$ cat src/rtl/sdl_pkg.sv
package sdl_pkg;
   // Minimum synchronizer depth accepted for asynchronous inputs
   localparam int unsigned SDL_MIN_SYNC = 2;

   // Total serial chain length: control flag plus all fields
   function automatic int unsigned sdl_chain_len(input int unsigned ref_w,
                                                 input int unsigned a_w,
                                                 input int unsigned n_w);
      return ref_w + a_w + n_w + 1;
   endfunction

   // Index of the synchronized bus bits
   typedef enum int unsigned {
      SDL_SYN_SCLK = 0,
      SDL_SYN_DAT  = 1,
      SDL_SYN_EN   = 2
   } sdl_syn_idx_e;

   localparam int unsigned SDL_SYN_W = 3;
endpackage

$ cat src/rtl/sdl_sync.sv
module sdl_sync #(
   parameter int unsigned STAGES = 2,
   parameter int unsigned W      = 1
) (
   input  logic         clk,
   input  logic         rst_n,
   input  logic [W-1:0] d,
   output logic [W-1:0] q
);
   logic [W-1:0] stg [STAGES];

   for (genvar i = 0; i < STAGES; i++) begin : g_stage
      if (i == 0) begin : g_first
         always_ff @(posedge clk or negedge rst_n) begin
            if (!rst_n) stg[i] <= '0;
            else        stg[i] <= d;
         end
      end else begin : g_next
         always_ff @(posedge clk or negedge rst_n) begin
            if (!rst_n) stg[i] <= '0;
            else        stg[i] <= stg[i-1];
         end
      end
   end

   assign q = stg[STAGES-1];
endmodule

$ cat src/rtl/sdl_shift_chain.sv
module sdl_shift_chain #(
   parameter int unsigned CHAIN_W = 32
) (
   input  logic               clk,
   input  logic               rst_n,
   input  logic               sclk_s,
   input  logic               dat_s,
   output logic               shift_p,
   output logic [CHAIN_W-1:0] chain
);
   logic sclk_prev;

   always_ff @(posedge clk or negedge rst_n) begin
      if (!rst_n) sclk_prev <= 1'b0;
      else        sclk_prev <= sclk_s;
   end

   assign shift_p = sclk_s & ~sclk_prev;

   always_ff @(posedge clk or negedge rst_n) begin
      if (!rst_n)       chain <= '0;
      else if (shift_p) chain <= {chain[CHAIN_W-2:0], dat_s};
   end
endmodule

$ cat src/rtl/sdl_hold_latch.sv
module sdl_hold_latch #(
   parameter int unsigned W     = 8,
   parameter bit          GATED = 1'b0
) (
   input  logic         clk,
   input  logic         rst_n,
   input  logic         en,
   input  logic         gate,
   input  logic [W-1:0] d,
   output logic [W-1:0] q
);
   logic take;

   if (GATED) begin : g_gated
      assign take = en & gate;
   end else begin : g_plain
      logic unused_gate;
      assign unused_gate = gate;
      assign take = en;
   end

   always_ff @(posedge clk or negedge rst_n) begin
      if (!rst_n)    q <= '0;
      else if (take) q <= d;
   end
endmodule

$ cat src/rtl/synth_div_loader.sv
module synth_div_loader #(
   parameter int unsigned REF_W       = 14,
   parameter int unsigned A_W         = 7,
   parameter int unsigned N_W         = 10,
   parameter int unsigned SYNC_STAGES = 2
) (
   input  logic             clk,
   input  logic             rst_n,
   input  logic             ser_clk_i,
   input  logic             ser_dat_i,
   input  logic             load_en_i,
   output logic [REF_W-1:0] ref_div_o,
   output logic [A_W-1:0]   a_div_o,
   output logic [N_W-1:0]   n_div_o
);
   import sdl_pkg::*;

   localparam int unsigned AN_W    = A_W + N_W;
   localparam int unsigned CHAIN_W = sdl_chain_len(REF_W, A_W, N_W);
   localparam int unsigned REF_LSB = AN_W + 1;

   if (SYNC_STAGES < SDL_MIN_SYNC) begin : g_bad_sync
      $error("synth_div_loader: SYNC_STAGES below minimum");
   end
   if (REF_W < 1 || A_W < 1 || N_W < 1) begin : g_bad_width
      $error("synth_div_loader: field widths must be nonzero");
   end

   logic [SDL_SYN_W-1:0] raw_bus;
   logic [SDL_SYN_W-1:0] syn_bus;
   logic                 dat_s;
   logic                 en_s;
   logic                 sclk_s;
   logic                 shift_p;
   logic [CHAIN_W-1:0]   chain;
   logic [AN_W-1:0]      an_q;

   assign raw_bus[SDL_SYN_SCLK] = ser_clk_i;
   assign raw_bus[SDL_SYN_DAT]  = ser_dat_i;
   assign raw_bus[SDL_SYN_EN]   = load_en_i;

   sdl_sync #(.STAGES(SYNC_STAGES), .W(SDL_SYN_W)) sync_i (
      .clk   (clk),
      .rst_n (rst_n),
      .d     (raw_bus),
      .q     (syn_bus)
   );

   assign sclk_s = syn_bus[SDL_SYN_SCLK];
   assign dat_s  = syn_bus[SDL_SYN_DAT];
   assign en_s   = syn_bus[SDL_SYN_EN];

   sdl_shift_chain #(.CHAIN_W(CHAIN_W)) shift_i (
      .clk     (clk),
      .rst_n   (rst_n),
      .sclk_s  (sclk_s),
      .dat_s   (dat_s),
      .shift_p (shift_p),
      .chain   (chain)
   );

   sdl_hold_latch #(.W(REF_W), .GATED(1'b1)) ref_latch_i (
      .clk   (clk),
      .rst_n (rst_n),
      .en    (en_s),
      .gate  (chain[0]),
      .d     (chain[REF_LSB +: REF_W]),
      .q     (ref_div_o)
   );

   sdl_hold_latch #(.W(AN_W), .GATED(1'b0)) an_latch_i (
      .clk   (clk),
      .rst_n (rst_n),
      .en    (en_s),
      .gate  (chain[0]),
      .d     (chain[1 +: AN_W]),
      .q     (an_q)
   );

   assign a_div_o = an_q[N_W +: A_W];
   assign n_div_o = an_q[0 +: N_W];
endmodule

$ cat config.mk
export PLATFORM = sky130hd
export DESIGN_NAME = synth_div_loader
export DESIGN_NICKNAME = d
export VERILOG_FILES = /design/src/rtl/sdl_pkg.sv /design/src/rtl/sdl_sync.sv /design/src/rtl/sdl_shift_chain.sv /design/src/rtl/sdl_hold_latch.sv /design/src/rtl/synth_div_loader.sv
export SDC_FILE = /design/constraint.sdc
export NUM_CORES = 1
export LEC_CHECK = 0
export CAP_MARGIN = 20
export CELL_PAD_IN_SITES_DETAIL_PLACEMENT = 1
export CELL_PAD_IN_SITES_GLOBAL_PLACEMENT = 1
export CORE_UTILIZATION = 35
export CTS_BUF_LIST = sky130_fd_sc_hd__clkbuf_16
export DETAILED_ROUTE_END_ITERATION = 10
export DONT_BUFFER_PORTS = 1
export GPL_ROUTABILITY_DRIVEN = 1
export PLACE_DENSITY_LB_ADDON = 0.1
export SYNTH_ARGS = -nofsm -noshare
export SYNTH_HDL_FRONTEND = slang
export SYNTH_SLANG_ARGS = --single-unit
$ cat constraint.sdc
create_clock -name clk -period 1.5 [get_ports clk]
set_clock_uncertainty 0.1 [all_clocks]
set_input_delay 0.225 -clock clk [delete_from_list [all_inputs] [get_ports clk]]
set_output_delay 0.225 -clock clk [all_outputs]
set_load 0.005 [all_outputs]
==> run metrics, run 1 <==
proportion of netlist area held by the largest area contributor=about two thirds; number of hold violations in the final report=70; post-synthesis cell count=142; total overflow reported by the global router=0; setup bufs post-CTS=0; ranking of synthesized cells by area=sky130_fd_sc_hd__dfrtp_1 (65%), sky130_fd_sc_hd__mux2_4 (22%), sky130_fd_sc_hd__mux2_2 (9.6%); category of the worst setup path launch point=flop; final critical path time including I/O delays and setup=about 1.3 ns; global placement routability congestion=roughly 0.64; antenna violation net count after detailed routing=0; Largest delay share family, worst path=flip-flops; leading register cell type out of synthesis=sky130_fd_sc_hd__dfrtp_1; number of nets at the end of the flow=between 150 and 200; outcome=finished with violations; part of the cycle the worst path needs=89.4%; total via count in the routed design=roughly 1200; Horiz. Die Dim=89.9 µm; Worst Setup Path Type=flop to flop; via count of the first global-routing pass=1329; latest clock arrival within the worst-skew pair=between 0.3 and 0.4 ns; unrepaired setup endpoints after global routing=false; post-CTS resize count=0; capturing element type of the critical path=flop; area of the die=roughly 8100 µm²; crit-path cells=nor2b_4 > buf_12 > mux2_2; half-perimeter wire length after detailed placement=about 2600 µm; hold bufs inserted after CTS=3; largest net degree at the start of global routing=~70; post-layout instance area=about 3100 µm²; ranking of synthesized cells by instance count=sky130_fd_sc_hd__dfrtp_1 (70), sky130_fd_sc_hd__mux2_4 (40), sky130_fd_sc_hd__mux2_2 (23), sky130_fd_sc_hd__buf_6 (6); number of detailed-routing iterations run before antenna repair=4; Setup TNS=0 ns; cell area after synthesis=roughly 2700 µm²; slew at the pin with the worst max-slew slack=approximately 0.27 ns; aggregate routed wire length=approximately 4200 µm; row cnt=31; worst hold path type=input pin to asynchronous set/reset pin; slowest stage delay, CP=approximately 0.36 ns; number of enable flip-flop cells after synthesis=0; Starting Density=between 30% and 40%; number of sinks handled by clock tree synthesis=70; CP Max Fanout=22; maximum vdd drop=708 µV; Synth-to-Final Area Change=15.2%; warnings from Yosys=0; share of post-route cells with drive strength above 1=51.3%; most instantiated library cell after synthesis=sky130_fd_sc_hd__dfrtp_1; Ports=36; Antenna Diode Count=0; final count of pins violating max slew=0; arrival time at the worst endpoint=roughly 1.4 ns; Via-to-Cell Ratio=~4.5; average detailed-routed wire length per instance=around 16 µm; global-route wire length before repair=~7300 µm; Data required, critical path=~1.6 ns; final hold slack=-0.502 ns; Seq/Total Area, Yosys=approximately two thirds; max capacitance violation total=0; Slew Limit Headroom=approximately 82%; fraction of synthesis flops using an asynchronous set or reset pin=between 90% and 100%; count of buffers inserted at the top-level ports=0; crit path max-delay cell type=sky130_fd_sc_hd__dfrtp_1; post-placement cell area=about 2800 µm²; average cell area after synthesis=roughly 19 µm²; Num CTS Buffers=9; Max clock buf depth=2; fillers=between 700 and 800; Max H-tree Level=3; Buf/Inv on CP=1; post-synth net total=147; Synth cell types=7; area of the core region=~7400 µm²; leak pwr=approximately 1.5 nW; clock root cell=sky130_fd_sc_hd__clkbuf_16; final setup violation count=0; number of antenna violations at the first check in global routing=0; PD cells=around 1700 nW/µm²; clk slew on worst S/H paths=about 0.06 ns; achievable clock frequency=746 MHz; number of synthesized register bits=70; y dimension of the die=~90 µm; Global Route Usage Sum=approximately an eighth; initial drt markers=64; TritonCTS clock tree=done; drc violations=0; Yosys top cell by area=sky130_fd_sc_hd__dfrtp_1; failing checks=negative hold slack
==> logic make-up after synthesis <==
kind of cell           synth area share (%)
buffers and inverters                  2.78
flip-flops                             64.8
multiplexers                           31.8
AND/OR/NAND/NOR                       0.648
==> final cells by class <==
type | count | area [µm²] | share of cell area (%)
clock inverter | 7 | 57.6 | 1.85
multi-input combinational | 65 | 885 | 28.4
timing repair buffer | 7 | 72.6 | 2.33
tap | 99 | 124 | 3.98
sequential | 70 | 1750 | 56.2
clock buffer | 9 | 225 | 7.23
==> power breakdown <==
part           internal, mW  switching, mW  total, mW
logic                 0.438          0.148      0.585
clock network          1.26          0.725       1.98
registers              2.28          0.300       2.58
total                  3.97           1.17       5.14
==> placed cells by master, fill, tap and decap left out, types with 2 or more instances in the layout <==
master / synthesis / layout
sky130_fd_sc_hd__dfrtp_1: 70 / 70
sky130_fd_sc_hd__mux2_4: 40 / 40
sky130_fd_sc_hd__mux2_2: 23 / 23
sky130_fd_sc_hd__clkbuf_16: 0 / 9
sky130_fd_sc_hd__dlygate4sd3_1: 0 / 3
sky130_fd_sc_hd__buf_4: 1 / 3
sky130_fd_sc_hd__inv_1: 0 / 2
sky130_fd_sc_hd__clkinv_1: 0 / 2
==> routing by layer <==
layer / track usage (%) / part of all wire, % / up-vias
li1: - / - / 515
met1: 16.0 / 45 / 613
met2: 16.4 / 46 / 27
met3: 5.08 / 6.6 / 9
met4: 6.45 / 2.4 / 0
met5: 0 / 0 / -
==> worst paths after layout <==
kind / startpoint / endpoint / slack, ns / cells after the start
min in group clk: sync_i.stg[3] / sync_i.q[0] / 0.25 / 0
setup / recovery: sync_i.q[0] / shift_i.chain[30] / 0.16 / 3
hold reg to reg: sync_i.stg[3] / sync_i.q[0] / 0.25 / 0
max in group asynchronous: rst_n / shift_i.chain[17] / 1.71 / 0
hold / removal: rst_n / ref_latch_i.q[8] / -0.50 / 0
setup reg to reg: sync_i.q[0] / shift_i.chain[30] / 0.16 / 3
==> metrics by stage <==
stage          cells  power [mW]  util [%]  worst slack [ns]  hold WS [ns]
4_1_cts          257        5.23      42.3             0.147        -0.514
3_3_place_gp     238        3.18      38.0             0.159        -0.169
5_1_grt          257        5.40      42.3             0.107        -0.519
3_5_place_dp     238        3.20      38.0             0.160        -0.168
2_1_floorplan    142        3.05         -             0.226        -0.171
6_report         257        5.14      42.3             0.160        -0.502
==> registers in the layout, summed over array words and instances (netlist names) <==
| name | count |
|---|---|
| sync_i.stg | 3 |
| ref_latch_i.q | 14 |
| shift_i.chain | 32 |
| sync_i.q | 3 |
| shift_i.sclk_prev | 1 |
| an_latch_i.q | 17 |
Power figures use the tool's default switching activity.
==> inputs of run 2 (changes only) <==
Settings changed: TNS_END_PERCENT set to 30.
Clock period 1.5 ns to 1.2 ns, I/O delays scaled along.
==> run 2 against run 1 <==
The run ends with negative hold slack, negative setup slack left. Combinational power increased by 34%. Register-to-register slack lost 0.30 ns. Clock power is 36% higher. Die area unchanged. Hold slack worse by 0.042 ns. Largest cell class unchanged. Largest power group unchanged. Highest routed layer unchanged.
==> run metrics, run 2 (same netlist as run 1, synthesis figures left out) <==
outcome=finished with violations; initial drt markers=22 (-66%); final count of pins violating max slew=0 (unchanged); unrepaired setup endpoints after global routing=true; area of the core region=7370 µm² (unchanged); most common cell after layout, fill and taps aside=sky130_fd_sc_hd__dfrtp_1; Final Instance Count excl. Fillers=263 (+2.3%); global placement routability congestion=0.638 (about the same); Reg area=1750 µm² (unchanged); count of buffers inserted at the top-level ports=0 (unchanged); Ports=36 (unchanged); clock root cell=sky130_fd_sc_hd__clkbuf_16; Setup TNS=-4.38 ns (-4.38 ns); share of post-route cells with drive strength above 1=53.0% (+1.8 points); sw frac=22.1% (-0.70 points); combinational share of power=11.7% (+0.3 points); final critical path time including I/O delays and setup=1.34 ns (+0.00320 ns); number of hold violations in the final report=70 (unchanged); Placement Setup Slack=-0.140 ns (-0.300 ns); Num CTS Buffers=9 (unchanged); number of placed instances, taps included=239 (+0.42%); area of the multi-input gates=896 µm² (+1.3%); max capacitance violation total=0 (unchanged); hold bufs inserted after CTS=3 (unchanged); leak pwr=1.59 nW (+4.6%); half-perimeter wire length after detailed placement=2690 µm (+4.0%); arrival time at the worst endpoint=1.44 ns (about the same); TritonCTS clock tree=done; largest net degree at the start of global routing=71 (unchanged); slew at the pin with the worst max-slew slack=0.257 ns (-0.00802 ns); crit path max-delay cell type=sky130_fd_sc_hd__dfrtp_1; latest clock arrival within the worst-skew pair=0.32 ns (about the same); row cnt=31 (unchanged); Most Frequent Cell on Critical Path=sky130_fd_sc_hd__buf_12; CP Max Fanout=9 (-59%); slowest stage delay, CP=0.40 ns (+0.04 ns); fillers=707 (-5.0%); Max clock buf depth=2 (unchanged); Synth-to-Final Area Change=20.6%; number of antenna violations at the first check in global routing=0 (unchanged); number of sinks handled by clock tree synthesis=70 (unchanged); clk slew on worst S/H paths=0.05 ns (about the same); most frequent cells in the layout=sky130_fd_sc_hd__dfrtp_1 (70), sky130_fd_sc_hd__mux2_4 (43), sky130_fd_sc_hd__mux2_2 (20), sky130_fd_sc_hd__clkbuf_16 (11); largest registers ranked by flip-flop count=shift_i.chain x32, an_latch_i.q x17, ref_latch_i.q x14; Global Route Usage Sum=11.6% (-0.41 points); net switching component of the power=1.48 mW (+26%); number of detailed-routing iterations run before antenna repair=2 (-2); drc violations=0 (unchanged); Horiz. Die Dim=89.9 µm (unchanged); Slew Limit Headroom=82.8% (+0.54 points); Max H-tree Level=3 (unchanged); final hold slack=-0.544 ns (-0.0420 ns); sequential power share=48.2% (-1.9 points); achievable clock frequency=744 MHz (-0.24%); Data required, critical path=1.30 ns (-0.30 ns); via count of the first global-routing pass=1291 (-2.9%); Starting Density=36.7% (unchanged); crit-path cells=nor2b_4 > buf_12 > buf_12 > mux2_4; part of the cycle the worst path needs=112% (+23 points); category of the worst setup path launch point=flop; maximum vdd drop=780 µV (+10%); aggregate routed wire length=4490 µm (+5.9%); PD cells=2060 nW/µm² (+24%); total overflow reported by the global router=0 (unchanged); area of the die=8080 µm² (unchanged); final core utilization=44.3% (+2.0 points); Largest delay share family, worst path=flip-flops; share of total power in the clock network=40.1% (+1.6 points); Buf/Inv on CP=2 (+1); max FFs per register=32 (unchanged); number of nets at the end of the flow=164 (+3.8%); failing checks=negative hold slack, negative setup slack; global-route wire length before repair=7110 µm (-2.6%); y dimension of the die=89.9 µm (unchanged); antenna violation net count after detailed routing=0 (unchanged); average detailed-routed wire length per instance=17.1 µm (+3.5%); Worst Setup Path Type=flop to flop; final setup violation count=43 (+43); Antenna Diode Count=0 (unchanged); Power Internal=5.22 mW (+32%); worst hold path type=input pin to asynchronous set/reset pin; register containing the most flip-flops in the final layout=shift_i.chain; final setup slack of the worst path=-0.144 ns (-0.303 ns); capturing element type of the critical path=flop; Via-to-Cell Ratio=4.54 (+0.15%); total via count in the routed design=1193 (+2.5%)
-- run 2: cell types whose count changed in the layout (fill, tap and decap cells not counted), moves of 2 or more --
cell                        delta
sky130_fd_sc_hd__mux2_2        -3
sky130_fd_sc_hd__clkbuf_16     +2
sky130_fd_sc_hd__mux2_4        +3
sky130_fd_sc_hd__buf_6         +2
sky130_fd_sc_hd__buf_12        +2
-- run 2: final timing paths --
| path | from | endpoint | slack (ns) | cells after the start |
|---|---|---|---|---|
| hold / removal | rst_n | sync_i.stg[5] | -0.54 | 0 |
| max in group asynchronous | rst_n | an_latch_i.q[7] | 1.45 | 0 |
| min in group clk | sync_i.stg[4] | sync_i.q[1] | 0.24 | 0 |
| setup reg to reg | shift_i.sclk_prev | shift_i.chain[3] | -0.14 | 4 |
| setup / recovery | shift_i.sclk_prev | shift_i.chain[3] | -0.14 | 4 |
| hold reg to reg | sync_i.stg[4] | sync_i.q[1] | 0.24 | 0 |
-- run 2: metal layers --
layer	part of all wire (%)	routed length, µm	up-vias	track usage [%]
li1	-	-	531	-
met1	47	2100	629	15.3
met2	48	2170	29	16.7
met3	4.3	195	4	4.15
met4	0.49	22	0	6.05
met5	0	0	-	0
-- run 2: timing repair --
item	CTS	global route
endpoints found under the hold margin	73	70
gates cloned	0	3
pin swaps	1	0
gates resized for setup	2	5
endpoints found under the setup margin	59	58
buffers inserted	0	2
-- run 2: worst register-to-register path: stages, from the launching register on --
cell and delay [ns]:
sky130_fd_sc_hd__dfrtp_1 0.40, sky130_fd_sc_hd__nor2b_4 0.14, sky130_fd_sc_hd__buf_12 0.14, sky130_fd_sc_hd__buf_12 0.14, sky130_fd_sc_hd__mux2_4 0.31
-- run 2: cell type report --
type                            count  area share (%)
Timing Repair Buffer               13            5.68
Tap cell                           99            3.80
Multi-Input combinational cell     65            27.5
Clock buffer                        9            6.90
Clock inverter                      7            2.45
Sequential cell                    70            53.7
-- run 2: stage by stage --
stage / power, mW / instance area, µm² / hold WS [ns]
6_report: 6.70 / 3260 / -0.544
4_1_cts: 6.79 / 3150 / -0.560
2_1_floorplan: 3.82 / 2720 / -0.216
3_3_place_gp: 3.96 / 2810 / -0.214
5_1_grt: 7.03 / 3260 / -0.566
3_5_place_dp: 4.02 / 2810 / -0.214
-- run 2: power by group through the flow --
| stage | clock network, mW | logic, mW | registers, mW |
|---|---|---|---|
| 2_1_floorplan | 0 | 0.683 | 3.13 |
| 3_3_place_gp | 0 | 0.707 | 3.26 |
| 3_5_place_dp | 0 | 0.738 | 3.28 |
| 4_1_cts | 2.78 | 0.761 | 3.25 |
| 5_1_grt | 2.88 | 0.853 | 3.30 |
| 6_report | 2.69 | 0.785 | 3.23 |
==> inputs of run 3 (changes only) <==
Clock period 1.2 ns to 1.7 ns, I/O delays scaled along.
==> run 3 against run 2 <==
The flow finishes with violations (negative hold slack). Hold slack better by 0.074 ns. Setup slack improved by 0.47 ns. Clock power is 35% lower. Sequential cell count unchanged. Highest routed layer unchanged.
==> run metrics, run 3 (same netlist as run 1, synthesis figures left out) <==
aggregate routed wire length=4110 µm (-8.4%); Reg area=1750 µm² (unchanged); setup bufs post-CTS=0 (unchanged); global-route wire length before repair=7190 µm (+1.2%); clock root cell=sky130_fd_sc_hd__clkbuf_16; TritonCTS clock tree=done; global placement routability congestion=0.648 (+1.5%); Num CTS Buffers=9 (unchanged); Synth-to-Final Area Change=14.9%; latest clock arrival within the worst-skew pair=0.32 ns (about the same); Placement Setup Slack=0.329 ns (+0.469 ns); register containing the most flip-flops in the final layout=shift_i.chain; initial drt markers=47 (+110%); achievable clock frequency=726 MHz (-2.4%); total via count in the routed design=1176 (-1.4%); final core utilization=42.1% (-2.1 points); part of the cycle the worst path needs=81.0% (-31 points); Ports=36 (unchanged); number of hold violations in the final report=70 (unchanged); fillers=718 (+1.6%); leak pwr=1.52 nW (-4.9%); number of detailed-routing iterations run before antenna repair=2 (unchanged); row cnt=31 (unchanged); average detailed-routed wire length per instance=16.1 µm (-5.5%); failing checks=negative hold slack; cell depth of the worst flop-to-flop path=3 (-1); drc violations=0 (unchanged); CP Max Fanout=32 (+23); Starting Density=36.7% (unchanged); max capacitance violation total=0 (unchanged); maximum vdd drop=580 µV (-26%); number of antenna violations at the first check in global routing=0 (unchanged); Worst Setup Path Type=flop to flop; clk slew on worst S/H paths=0.05 ns (about the same); final critical path time including I/O delays and setup=1.38 ns (+0.0331 ns); most common cell after layout, fill and taps aside=sky130_fd_sc_hd__dfrtp_1; unrepaired setup endpoints after global routing=false; final setup violation count=0 (-100%); worst hold path type=input pin to asynchronous set/reset pin; Global Route met1 Usage=15.3% (+0.030 points); final setup slack of the worst path=0.323 ns (+0.467 ns); Horiz. Die Dim=89.9 µm (unchanged); GR met2 Demand/Resource=16.8% (+0.064 points); category of the worst setup path launch point=flop; most frequent cells in the layout=sky130_fd_sc_hd__dfrtp_1 (70), sky130_fd_sc_hd__mux2_4 (40), sky130_fd_sc_hd__mux2_2 (23), sky130_fd_sc_hd__clkbuf_16 (9), sky130_fd_sc_hd__dlygate4sd3_1 (3); area of the core region=7370 µm² (unchanged); area of the multi-input gates=885 µm² (-1.3%); post-layout instance area=3110 µm² (-4.8%); hold bufs inserted after CTS=3 (unchanged); post-placement cell area=2800 µm² (-0.53%); number of nets at the end of the flow=157 (-4.3%); setup slack of the worst register-to-register path=0.32 ns (+0.47 ns); Data required, critical path=1.80 ns (+0.50 ns); PD cells=1460 nW/µm² (-29%); number of sinks handled by clock tree synthesis=70 (unchanged); r2r endpoint=shift_i.chain[30]; slew at the pin with the worst max-slew slack=0.256 ns (-0.00114 ns); final hold slack=-0.470 ns (+0.0740 ns); capturing element type of the critical path=flop; Slew Limit Headroom=82.9% (about the same); Max H-tree Level=3 (unchanged); largest registers ranked by flip-flop count=shift_i.chain x32, an_latch_i.q x17, ref_latch_i.q x14; outcome=finished with violations; count of buffers inserted at the top-level ports=0 (unchanged); busiest layer in global routing=met2; max FFs per register=32 (unchanged); share of post-route cells with drive strength above 1=51.9% (-1.1 points); Antenna Diode Count=0 (unchanged); met3 layer usage reported by global route=3.38% (-0.76 points); largest net degree at the start of global routing=71 (unchanged); area of the die=8080 µm² (unchanged); Crit Reg-Reg Startpoint=shift_i.sclk_prev; Max clock buf depth=2 (unchanged); total overflow reported by the global router=0 (unchanged); Global Route Usage Sum=11.7% (+0.085 points); y dimension of the die=89.9 µm (unchanged); antenna violation net count after detailed routing=0 (unchanged); via count of the first global-routing pass=1346 (+4.3%); final count of pins violating max slew=0 (unchanged); arrival time at the worst endpoint=1.48 ns (+0.04 ns); half-perimeter wire length after detailed placement=2510 µm (-6.7%); Setup TNS=0 ns (+4.38 ns); Via-to-Cell Ratio=4.61 (+1.7%)
run 3: cell count changes in the layout (fill, tap and decap cells not counted), sizes merged:
| cell | change |
|---|---|
| buf | -5 |
| bufinv | -1 |
| clkbuf | -2 |
| clkinv | -1 |
| clkinvlp | +1 |
run 3: timing repair:
item                                    CTS  global route
hold endpoints to repair                 73            70
resized for setup                         0             0
endpoints found under the setup margin    0             0
run 3: report_power, final:
group          total (mW)  switching, mW  internal (mW)
Sequential           2.27          0.263           2.01
Combinational       0.511          0.126          0.385
Clock                1.74          0.635           1.11
run 3: worst max-delay path by stage:
stage,startpoint,endpoint,slack (ns),depth (start not counted)
global placement,shift_i.sclk_prev,shift_i.chain[29],0.35,3
finish,shift_i.sclk_prev,shift_i.chain[30],0.32,3
floorplan,shift_i.sclk_prev,shift_i.chain[0],0.43,4
detailed placement,shift_i.sclk_prev,shift_i.chain[30],0.33,3
CTS,shift_i.sclk_prev,shift_i.chain[30],0.31,3
global route,shift_i.sclk_prev,shift_i.chain[29],0.27,3
run 3: layer usage:
metal | vias to the layer above | part of all wire, %
met5 | - | 0
met4 | 0 | 2.1
met3 | 8 | 5.0
met2 | 27 | 47
met1 | 628 | 46
li1 | 513 | -
run 3: through the flow:
stage               hold WS [ns]  std cells  power, mW
CTS                       -0.487        255       4.61
finish                    -0.470        255       4.53
global placement          -0.138        237       2.80
detailed placement        -0.138        237       2.81
global route              -0.491        255       4.76
floorplan                 -0.141        142       2.69
run 3: area by class of cell:
type                       instances  share of cell area (%)
sequential                        70                    56.4
clock buffer                       9                    7.25
tap                               99                    3.99
multi-input combinational         65                    28.5
timing repair buffer               6                    2.10
clock inverter                     6                    1.77
run 3: critical path: stages, from the launching register on:
cell and delay [ns]:
sky130_fd_sc_hd__dfrtp_1 0.39, sky130_fd_sc_hd__nor2b_4 0.14, sky130_fd_sc_hd__buf_12 0.26, sky130_fd_sc_hd__mux2_2 0.36
